$ cat src/rtl/sau_pkg.sv
package sau_pkg;

    // Width of the magnitude field of a step constant.
    localparam int MAG_W = 3;

    // Controller states.
    typedef enum logic [1:0] {
        ST_IDLE  = 2'd0,
        ST_LEAD  = 2'd1,
        ST_TRAIL = 2'd2,
        ST_FIX   = 2'd3
    } sau_state_e;

    // Selector into the signed constant table.
    typedef enum logic [2:0] {
        K_NONE  = 3'd0,
        K_UP1   = 3'd1,
        K_UP2   = 3'd2,
        K_DN1   = 3'd3,
        K_DN2   = 3'd4,
        K_DN3   = 3'd5,
        K_QUEUE = 3'd6
    } step_sel_e;

    // Constant: sign bit plus magnitude.
    typedef struct packed {
        logic             neg;
        logic [MAG_W-1:0] mag;
    } step_code_t;

endpackage

$ cat src/rtl/sau_step_rom.sv
module sau_step_rom
    import sau_pkg::*;
#(
    parameter int QLEN_W = 3
) (
    input  step_sel_e           sel_i,
    input  logic [QLEN_W-1:0]   qlen_i,
    output step_code_t          code_o
);

    logic [MAG_W-1:0] qmag;

    // Fit the queue length into the magnitude field.
    generate
        if (QLEN_W >= MAG_W) begin : g_trunc
            assign qmag = qlen_i[MAG_W-1:0];
        end else begin : g_pad
            assign qmag = {{(MAG_W-QLEN_W){1'b0}}, qlen_i};
        end
    endgenerate

    always_comb begin
        code_o = '{neg: 1'b0, mag: '0};
        unique case (sel_i)
            K_NONE:  code_o = '{neg: 1'b0, mag: MAG_W'(0)};
            K_UP1:   code_o = '{neg: 1'b0, mag: MAG_W'(1)};
            K_UP2:   code_o = '{neg: 1'b0, mag: MAG_W'(2)};
            K_DN1:   code_o = '{neg: 1'b1, mag: MAG_W'(1)};
            K_DN2:   code_o = '{neg: 1'b1, mag: MAG_W'(2)};
            K_DN3:   code_o = '{neg: 1'b1, mag: MAG_W'(3)};
            K_QUEUE: code_o = '{neg: 1'b1, mag: qmag};
            default: code_o = '{neg: 1'b0, mag: MAG_W'(0)};
        endcase
    end

endmodule

$ cat src/rtl/sau_step_add.sv
module sau_step_add
    import sau_pkg::*;
#(
    parameter int OFS_W = 16
) (
    input  logic [OFS_W-1:0] ptr_i,
    input  step_code_t       code_i,
    output logic [OFS_W-1:0] ptr_o
);

    logic [OFS_W-1:0] mag_ext;

    assign mag_ext = {{(OFS_W-MAG_W){1'b0}}, code_i.mag};

    // Modulo 2^OFS_W: the result simply drops the carry or borrow.
    always_comb begin
        if (code_i.neg) begin
            ptr_o = ptr_i - mag_ext;
        end else begin
            ptr_o = ptr_i + mag_ext;
        end
    end

endmodule

$ cat src/rtl/sau_phys_add.sv
module sau_phys_add #(
    parameter int SEG_W  = 16,
    parameter int OFS_W  = 16,
    parameter int SHIFT  = 4,
    localparam int ADDR_W = SEG_W + SHIFT
) (
    input  logic [SEG_W-1:0]  seg_i,
    input  logic [OFS_W-1:0]  ofs_i,
    output logic [ADDR_W-1:0] addr_o
);

    logic [ADDR_W-1:0] base;
    logic [ADDR_W-1:0] ofs_ext;

    assign base    = {seg_i, {SHIFT{1'b0}}};
    assign ofs_ext = {{(ADDR_W-OFS_W){1'b0}}, ofs_i};
    assign addr_o  = base + ofs_ext;

endmodule

$ cat src/rtl/sau_ctrl.sv
module sau_ctrl
    import sau_pkg::*;
(
    input  logic      clk,
    input  logic      rst_n,
    input  logic      req_i,
    input  logic      corr_i,
    input  logic      word_q,
    input  logic      dir_q,
    input  logic      odd_q,
    output logic      take_o,
    output logic      busy_o,
    output logic      done_o,
    output logic      bus_valid_o,
    output logic [1:0] lane_o,
    output step_sel_e sel_o
);

    sau_state_e state_q, state_d;
    logic       split;

    assign split = word_q & odd_q;

    // State register.
    always_ff @(posedge clk or negedge rst_n) begin
        if (!rst_n) begin
            state_q <= ST_IDLE;
        end else begin
            state_q <= state_d;
        end
    end

    // Next-state logic.
    always_comb begin
        state_d = state_q;
        unique case (state_q)
            ST_IDLE: begin
                if (req_i) begin
                    state_d = corr_i ? ST_FIX : ST_LEAD;
                end
            end
            ST_LEAD:  state_d = split ? ST_TRAIL : ST_IDLE;
            ST_TRAIL: state_d = ST_IDLE;
            ST_FIX:   state_d = ST_IDLE;
            default:  state_d = ST_IDLE;
        endcase
    end

    // Outputs per state.
    always_comb begin
        take_o      = 1'b0;
        busy_o      = 1'b0;
        done_o      = 1'b0;
        bus_valid_o = 1'b0;
        lane_o      = 2'b00;
        sel_o       = K_NONE;
        unique case (state_q)
            ST_IDLE: begin
                take_o = req_i;
            end
            ST_LEAD: begin
                busy_o      = 1'b1;
                bus_valid_o = 1'b1;
                if (split) begin
                    lane_o = 2'b10;
                    sel_o  = K_UP1;
                end else begin
                    done_o = 1'b1;
                    if (word_q) begin
                        lane_o = 2'b11;
                        sel_o  = dir_q ? K_DN2 : K_UP2;
                    end else begin
                        lane_o = odd_q ? 2'b10 : 2'b01;
                        sel_o  = dir_q ? K_DN1 : K_UP1;
                    end
                end
            end
            ST_TRAIL: begin
                busy_o      = 1'b1;
                bus_valid_o = 1'b1;
                done_o      = 1'b1;
                lane_o      = 2'b01;
                sel_o       = dir_q ? K_DN3 : K_UP1;
            end
            ST_FIX: begin
                busy_o = 1'b1;
                done_o = 1'b1;
                sel_o  = K_QUEUE;
            end
            default: begin
                take_o = 1'b0;
            end
        endcase
    end

endmodule

$ cat src/rtl/str_addr_unit.sv
module str_addr_unit
    import sau_pkg::*;
#(
    parameter int SEG_W  = 16,
    parameter int OFS_W  = 16,
    parameter int SHIFT  = 4,
    parameter int QLEN_W = 3,
    localparam int ADDR_W = SEG_W + SHIFT
) (
    input  logic              clk,
    input  logic              rst_n,
    input  logic              req_i,
    input  logic              corr_i,
    input  logic [SEG_W-1:0]  seg_i,
    input  logic [OFS_W-1:0]  ofs_i,
    input  logic              dir_i,
    input  logic              word_i,
    input  logic [QLEN_W-1:0] qlen_i,
    output logic              busy_o,
    output logic              done_o,
    output logic              bus_valid_o,
    output logic [ADDR_W-1:0] bus_addr_o,
    output logic [1:0]        bus_lane_o,
    output logic [OFS_W-1:0]  ofs_o
);

    logic [SEG_W-1:0]  seg_q;
    logic [OFS_W-1:0]  ptr_q;
    logic [QLEN_W-1:0] qlen_q;
    logic              dir_q;
    logic              word_q;
    logic              corr_q;

    logic              take;
    logic              busy;
    step_sel_e         sel;
    step_code_t        code;
    logic [OFS_W-1:0]  ptr_next;
    logic [ADDR_W-1:0] phys;

    sau_ctrl i_ctrl (
        .clk         (clk),
        .rst_n       (rst_n),
        .req_i       (req_i),
        .corr_i      (corr_i),
        .word_q      (word_q),
        .dir_q       (dir_q),
        .odd_q       (ptr_q[0]),
        .take_o      (take),
        .busy_o      (busy),
        .done_o      (done_o),
        .bus_valid_o (bus_valid_o),
        .lane_o      (bus_lane_o),
        .sel_o       (sel)
    );

    sau_step_rom #(.QLEN_W(QLEN_W)) i_rom (
        .sel_i  (sel),
        .qlen_i (qlen_q),
        .code_o (code)
    );

    sau_step_add #(.OFS_W(OFS_W)) i_step (
        .ptr_i  (ptr_q),
        .code_i (code),
        .ptr_o  (ptr_next)
    );

    sau_phys_add #(.SEG_W(SEG_W), .OFS_W(OFS_W), .SHIFT(SHIFT)) i_phys (
        .seg_i  (seg_q),
        .ofs_i  (ptr_q),
        .addr_o (phys)
    );

    // Operand registers.
    always_ff @(posedge clk or negedge rst_n) begin
        if (!rst_n) begin
            seg_q  <= '0;
            ptr_q  <= '0;
            qlen_q <= '0;
            dir_q  <= 1'b0;
            word_q <= 1'b0;
            corr_q <= 1'b0;
        end else if (take) begin
            seg_q  <= seg_i;
            ptr_q  <= ofs_i;
            qlen_q <= qlen_i;
            dir_q  <= dir_i;
            word_q <= word_i;
            corr_q <= corr_i;
        end else if (busy) begin
            ptr_q  <= ptr_next;
        end
    end

    assign busy_o     = busy;
    assign bus_addr_o = bus_valid_o ? phys : '0;
    assign ofs_o      = ptr_next;

endmodule

$ cat config.mk
export PLATFORM = sky130hd
export DESIGN_NAME = str_addr_unit
export DESIGN_NICKNAME = d
export VERILOG_FILES = /design/src/rtl/sau_pkg.sv /design/src/rtl/sau_step_rom.sv /design/src/rtl/sau_step_add.sv /design/src/rtl/sau_phys_add.sv /design/src/rtl/sau_ctrl.sv /design/src/rtl/str_addr_unit.sv
export SDC_FILE = /design/constraint.sdc
export NUM_CORES = 1
export LEC_CHECK = 0
export BUFFER_PORTS_ARGS = -buffer_cell sky130_fd_sc_hd__buf_2
export CAP_MARGIN = 40
export CORE_ASPECT_RATIO = 1.4
export CORE_MARGIN = 1
export CORE_UTILIZATION = 59
export DETAILED_ROUTE_END_ITERATION = 10
export GPL_TIMING_DRIVEN = 1
export PLACE_DENSITY = 0.87
export SYNTH_ARGS = -nofsm -noshare
export SYNTH_HDL_FRONTEND = slang
export SYNTH_SLANG_ARGS = --single-unit
export TNS_END_PERCENT = 30
$ cat constraint.sdc
create_clock -name clk -period 10.95 [get_ports clk]
set_input_delay 1.6425 -clock clk [delete_from_list [all_inputs] [get_ports clk]]
set_output_delay 1.6425 -clock clk [all_outputs]
set_load 0.05 [all_outputs]
==> results of run 1 <==
==> critical path: cells and delay by family (launching register included) <==
family | cells | cell delay (ps)
AND/OR/NAND/NOR | 8 | 1820
buffers and inverters | 3 | 470
flip-flops | 1 | 430
adder cells (fa/ha/maj) | 4 | 1050
AO/OA/AOI/OAI | 5 | 840
==> cell usage in the layout (no fill, tap or decap), drive strengths merged, types with 5 or more instances in the layout <==
| cell | Yosys | layout |
|---|---|---|
| buf | 2 | 83 |
| dfrtp | 39 | 39 |
| ha | 35 | 35 |
| nor2 | 28 | 28 |
| nand2 | 24 | 24 |
| a21oi | 24 | 24 |
| mux2 | 21 | 21 |
| a21o | 19 | 19 |
| o21ai | 17 | 17 |
| inv | 16 | 16 |
| and2 | 16 | 16 |
| xnor2 | 16 | 16 |
| mux2i | 14 | 14 |
| nor2b | 11 | 11 |
| xor2 | 9 | 9 |
| nand2b | 7 | 7 |
| clkbuf | 10 | 7 |
| o21a | 6 | 6 |
| nor3 | 5 | 5 |
==> through the flow <==
step	std cells	util [%]	area (um2)	worst slack [ps]
after CTS	511	71.2	3930	4410
final	511	71.2	3930	4400
after floorplan	364	-	3370	4970
after detailed placement	503	69.7	3850	4750
after global placement	501	68.9	3810	4940
after global routing	511	71.2	3930	4080
==> area by class of cell <==
class / count / area, um2 / share of cell area, %
Multi-Input combinational cell: 297 / 2280 / 58.0
Sequential cell: 39 / 976 / 24.8
Timing Repair Buffer: 83 / 448 / 11.4
Tap cell: 68 / 85.1 / 2.16
Clock buffer: 7 / 76.3 / 1.94
Inverter: 16 / 60.1 / 1.53
Clock inverter: 1 / 5.00 / 0.127
==> cells by family (layout without fill, tap and decap cells) <==
family	count (synthesis)	after routing	synth area share, %
AOI/OAI and AO/OA	94	94	19.2
DFF	39	39	29.0
buffers and inverters	28	107	3.34
muxes	35	35	11.2
xor gates and xnor gates	25	25	7.05
adders and majority gates	37	37	14.2
and+or+nand+nor	106	106	16.1
==> sequential cells by signal, indices dropped and copies added, names as in the netlist <==
name and count:
dir_q 1, qlen_q 3, i_ctrl.state_q 2, seg_q 16, ptr_q 16, word_q 1
==> routing by layer <==
metal	GRT usage, %	vias up	share of wire [%]
met5	0	-	0
met4	9.60	0	2.2
met3	3.77	18	4.3
met2	50.2	98	52
met1	34.8	1429	41
li1	-	1453	-
==> how the worst max path moves through the flow <==
stage           endpoint  slack [ps]
2_1_floorplan  ofs_o[15]        4970
3_3_place_gp   ofs_o[12]        4940
3_5_place_dp   ofs_o[12]        4750
4_1_cts        ofs_o[12]        4410
5_1_grt        ofs_o[12]        4080
6_report       ofs_o[12]        4400
==> results.cfg, run 1 <==
[status]
status = completed

[worst_setup_path]
timing.rr.start = i_ctrl.state_q[1]
worstPathMaxFanout = 6
crit_start = i_ctrl.state_q[1]
worst-endpoint-arrival_ps = 4910
r2r_cells = 19
max_stage_delay_ps = 510
crit_path_end_kind = primary output
rrSetupSlack_ps = 6350
crit_chain = inv_1 > ha_1 > a21boi_2 > nand2_1 > nor3_1 > a221oi_1 > nor2_1 > inv_1 > ha_1 > ha_1 > or3_1 > ha_1 > o21ai_0 > nand2b_1 > a21oi_1 > a211oi_1 > nor2_1 > or4_1 > nand2_1 > buf_2
crit_path_top_delay_cell = or4_1
crit_top_cell = ha_1
r2r_end = ptr_q[15]
worstSetupPathType = register to primary output
start_kind = register
crit_required_ps = 9310

[clock_network]
clk_path_buf_depth = 2
cts_root_buf = clkbuf_8
post_cts_resized = 0
cts_setup_buffers = 0
cts_hold_buffers = 0
clkSinkCount = 39
cts_tree = built
htree_levels = 2
clk_latency_ps = 300
clkTransAtPathRegs_ps = 80
cts_buffers = 5

[floorplan]
die_h_um = 91.4
coreArea_um2 = 5530
boundaryPins = 82
die_width_um = 65.9
dieArea_um2 = 6020
rows = 32
initial_core_util_pct = 61.0

[min_path]
min_to = seg_q[3]
hold_depth = 1
worstHoldStart = seg_q[3]
hold_class = register to register

[yosys]
synth.distinct_cells = 52
ys_seq_area_share_pct = 29.0
syn-num-nets = 442
synth_top_area_share_pct = 29.0
synth_edf_count = 0
synthesis.area_um2 = 3370
yosysTopAreaCell = dfrtp_1
synthArstFlopShare_pct = 100
synth_warnings = 0
avgSynthCellArea_um2 = 9.26
synth_cells = 364
netlist_top_cells_area = dfrtp_1 29%, ha_1 13%, mux2_2 7.0%
synth.most_common_cell = dfrtp_1
ys.flop_type = dfrtp_1
synth_seq_cells = 39
synthTopCellsByCount = 39 x dfrtp_1, 35 x ha_1, 28 x nor2_1, 24 x a21oi_1, 24 x nand2_1

[global_route]
globalRouteTotalUtil_pct = 28.6
grt_pass1_vias = 2974
grt_max_degree = 25
antenna_found_initial = 0
grt_pass1_wl_um = 13400
grt.overflow.total = 0

[timing]
min_period_over_period_pct = 59.8
clock_skew_ps = 4.15
setup_tns_ps = 0
hold_viol = 0
rsz0062_at_grt = false
max_freq_mhz = 153
worstMarginPinSlew_ps = 695
setup_violations = 0
fin_crit_ps = 6550
max-slew-margin-rel_pct = 53.6
maxSlewViolCount = 0
hold_slack_ps = 519

[run]
cap_violations = 0

[detailed_routing]
drc = 0
vias = 2998
drtIter0Drc = 121
antenna_left = 0
totalWireLength_um = 7930
wl_per_cell_um = 15.5
first_pass_iters = 5
avgViaCountPerCell = 5.87

[final_layout]
drive_gt1_share_pct = 26.9
syn2layout_area_growth_pct = 16.7
fill_cells = 424
nets = 520
antennaDiodeCount = 0

[place]
port_buffers = 81
dp_hpwl_um = 6230
gp_congestion = 0.967
Power of run 1 is left out: the tool's default activity adds up to more than one toggle a clock period on the data nets, which glitch-free logic cannot reach.
==> run 2: changes to the inputs <==
--- a/config.mk
+++ b/config.mk
@@ -9,10 +9,10 @@
 export CAP_MARGIN = 40
 export CORE_ASPECT_RATIO = 1.4
 export CORE_MARGIN = 1
-export CORE_UTILIZATION = 59
+export CORE_UTILIZATION = 55
 export DETAILED_ROUTE_END_ITERATION = 10
 export GPL_TIMING_DRIVEN = 1
-export PLACE_DENSITY = 0.87
+export PLACE_DENSITY = 0.82
 export SYNTH_ARGS = -nofsm -noshare
 export SYNTH_HDL_FRONTEND = slang
 export SYNTH_SLANG_ARGS = --single-unit
==> constraint.sdc (replaced) <==
create_clock -name clk -period 6.62 [get_ports clk]
set_input_delay 0.993 -clock clk [delete_from_list [all_inputs] [get_ports clk]]
set_output_delay 0.993 -clock clk [all_outputs]
set_load 0.05 [all_outputs]
==> run 2 against run 1 <==
- utilization down 4.1 points
- sequential share of layout area fell by 0.16 points
- clock skew up 0.65 ps
- critical path depth rose by 1
- final area grew 0.67%
- final cell count is 0.39% higher
- wire length down 1.6%
- non-clock buffer count is the same
- global-route usage decreased by 2.2 points
- critical path type unchanged
==> results.cfg, run 2 (same netlist as run 1, synthesis figures left out) <==
[clock_network]
cts_hold_buffers = 0
clk_path_buf_depth = 2
htree_levels = 2
cts_buffers = 5
clk_latency_ps = 290
post_cts_resized = 0
clkTransAtPathRegs_ps = 90
cts_setup_buffers = 0
cts_tree = built
clkSinkCount = 39
cts_root_buf = clkbuf_8

[detailed_routing]
drtIter0Drc = 117
first_pass_iters = 5
totalWireLength_um = 7800
vias = 2945
drc = 0
wl_per_cell_um = 15.2
avgViaCountPerCell = 5.74
antenna_left = 0

[timing]
min_period_over_period_pct = 88.2
hold_viol = 0
rsz0062_at_grt = false
clock_skew_ps = 4.80
setup_tns_ps = 0
setup_violations = 0
maxSlewViolCount = 0
max-slew-margin-rel_pct = 51.6
worstMarginPinSlew_ps = 726
fin_crit_ps = 5840
max_freq_mhz = 171

[final_layout]
antennaDiodeCount = 0
layout_commonest_cell = buf_2
reg_top3 = ptr_q (16), seg_q (16), qlen_q (3)
nets = 520
mostFrequentLayoutCells = 81 x buf_2, 39 x dfrtp_1, 35 x ha_1
drive_gt1_share_pct = 27.3
design_area_um2 = 3960
syn2layout_area_growth_pct = 17.4

[place]
port_buffers = 81
placed_area_um2 = 3850
gp_congestion = 0.917
dp_hpwl_um = 6150

[worst_setup_path]
max_stage_delay_ps = 520
start_kind = register
crit_chain = inv_1 > ha_1 > a21boi_2 > a21o_1 > nand2_1 > nor2_1 > a221oi_1 > nor2_1 > inv_1 > ha_1 > ha_1 > or3_1 > ha_1 > o21ai_0 > nand2b_1 > a21oi_1 > a211oi_1 > nor2_1 > or4_1 > nand2_1 > buf_2
worstSetupPathType = register to primary output
crit_path_top_delay_cell = or3_1
crit_top_cell = ha_1
crit_required_ps = 5630
crit_path_end_kind = primary output
worst-endpoint-arrival_ps = 4850
worstPathMaxFanout = 6

[run]
cap_violations = 0

[min_path]
hold_class = register to register

[floorplan]
boundaryPins = 82
die_width_um = 68.2
dieArea_um2 = 6450
die_h_um = 94.6
rows = 33
coreArea_um2 = 5900
initial_core_util_pct = 57.1

[global_route]
globalRouteTotalUtil_pct = 26.4
grt.overflow.total = 0
grt_max_degree = 30
antenna_found_initial = 0
grt_pass1_vias = 2951
grt_pass1_wl_um = 12900

[status]
status = completed
-- run 2: cell count changes in the layout (fill, tap and decap cells not counted) --
cell / delta
buf_12: +1
clkbuf_1: -2
clkinv_4: +1
buf_16: -1
bufinv_16: +1
-- run 2: layout make-up --
type                    count  area [um2]
fillers                   483        1950
repair buffers             83         440
well taps                  70        87.6
clock buffers               5        68.8
inverters                  16        60.1
clock inverters             3        43.8
multi-input cells         297        2280
flip-flops and latches     39         976
-- run 2: layer usage --
| layer | global-route usage [%] | part of all wire, % | routed length (um) | up-vias |
|---|---|---|---|---|
| met3 | 3.99 | 3.3 | 261 | 16 |
| met1 | 30.3 | 41 | 3230 | 1404 |
| li1 | - | - | - | 1451 |
| met5 | 0 | 0 | 0 | - |
| met4 | 11.6 | 2.8 | 216 | 0 |
| met2 | 46.7 | 53 | 4100 | 74 |
-- run 2: through the flow --
stage          utilization [%]  hold WS (ps)  setup WS (ps)  cells
2_1_floorplan                -           479           1290    364
3_3_place_gp              64.5           492           1270    503
3_5_place_dp              65.1           501           1100    505
4_1_cts                   67.0           521            785    513
5_1_grt                   67.0           527            301    513
6_report                  67.0           520            782    513
-- run 2: worst paths after layout --
kind,startpoint,endpoint,slack (ps),cells after the start
min in group asynchronous,rst_n,ptr_q[4],570,1
max in group asynchronous,rst_n,i_ctrl.state_q[0],5600,2
worst min-delay path,seg_q[5],seg_q[5],520,1
worst max register to register,i_ctrl.state_q[1],ptr_q[15],2090,20
worst max-delay path,i_ctrl.state_q[1],ofs_o[12],780,21
worst min register to register,seg_q[5],seg_q[5],520,1
-- run 2: critical path, delay by kind of cell, from the launching register on --
kind	cells	cell delay (ps)
and+or+nand+nor	8	1660
buffers and inverters	3	450
AOI/OAI and AO/OA	6	990
DFF	1	430
adders and majority gates	4	1030
Power of run 2 is left out for the same reason.
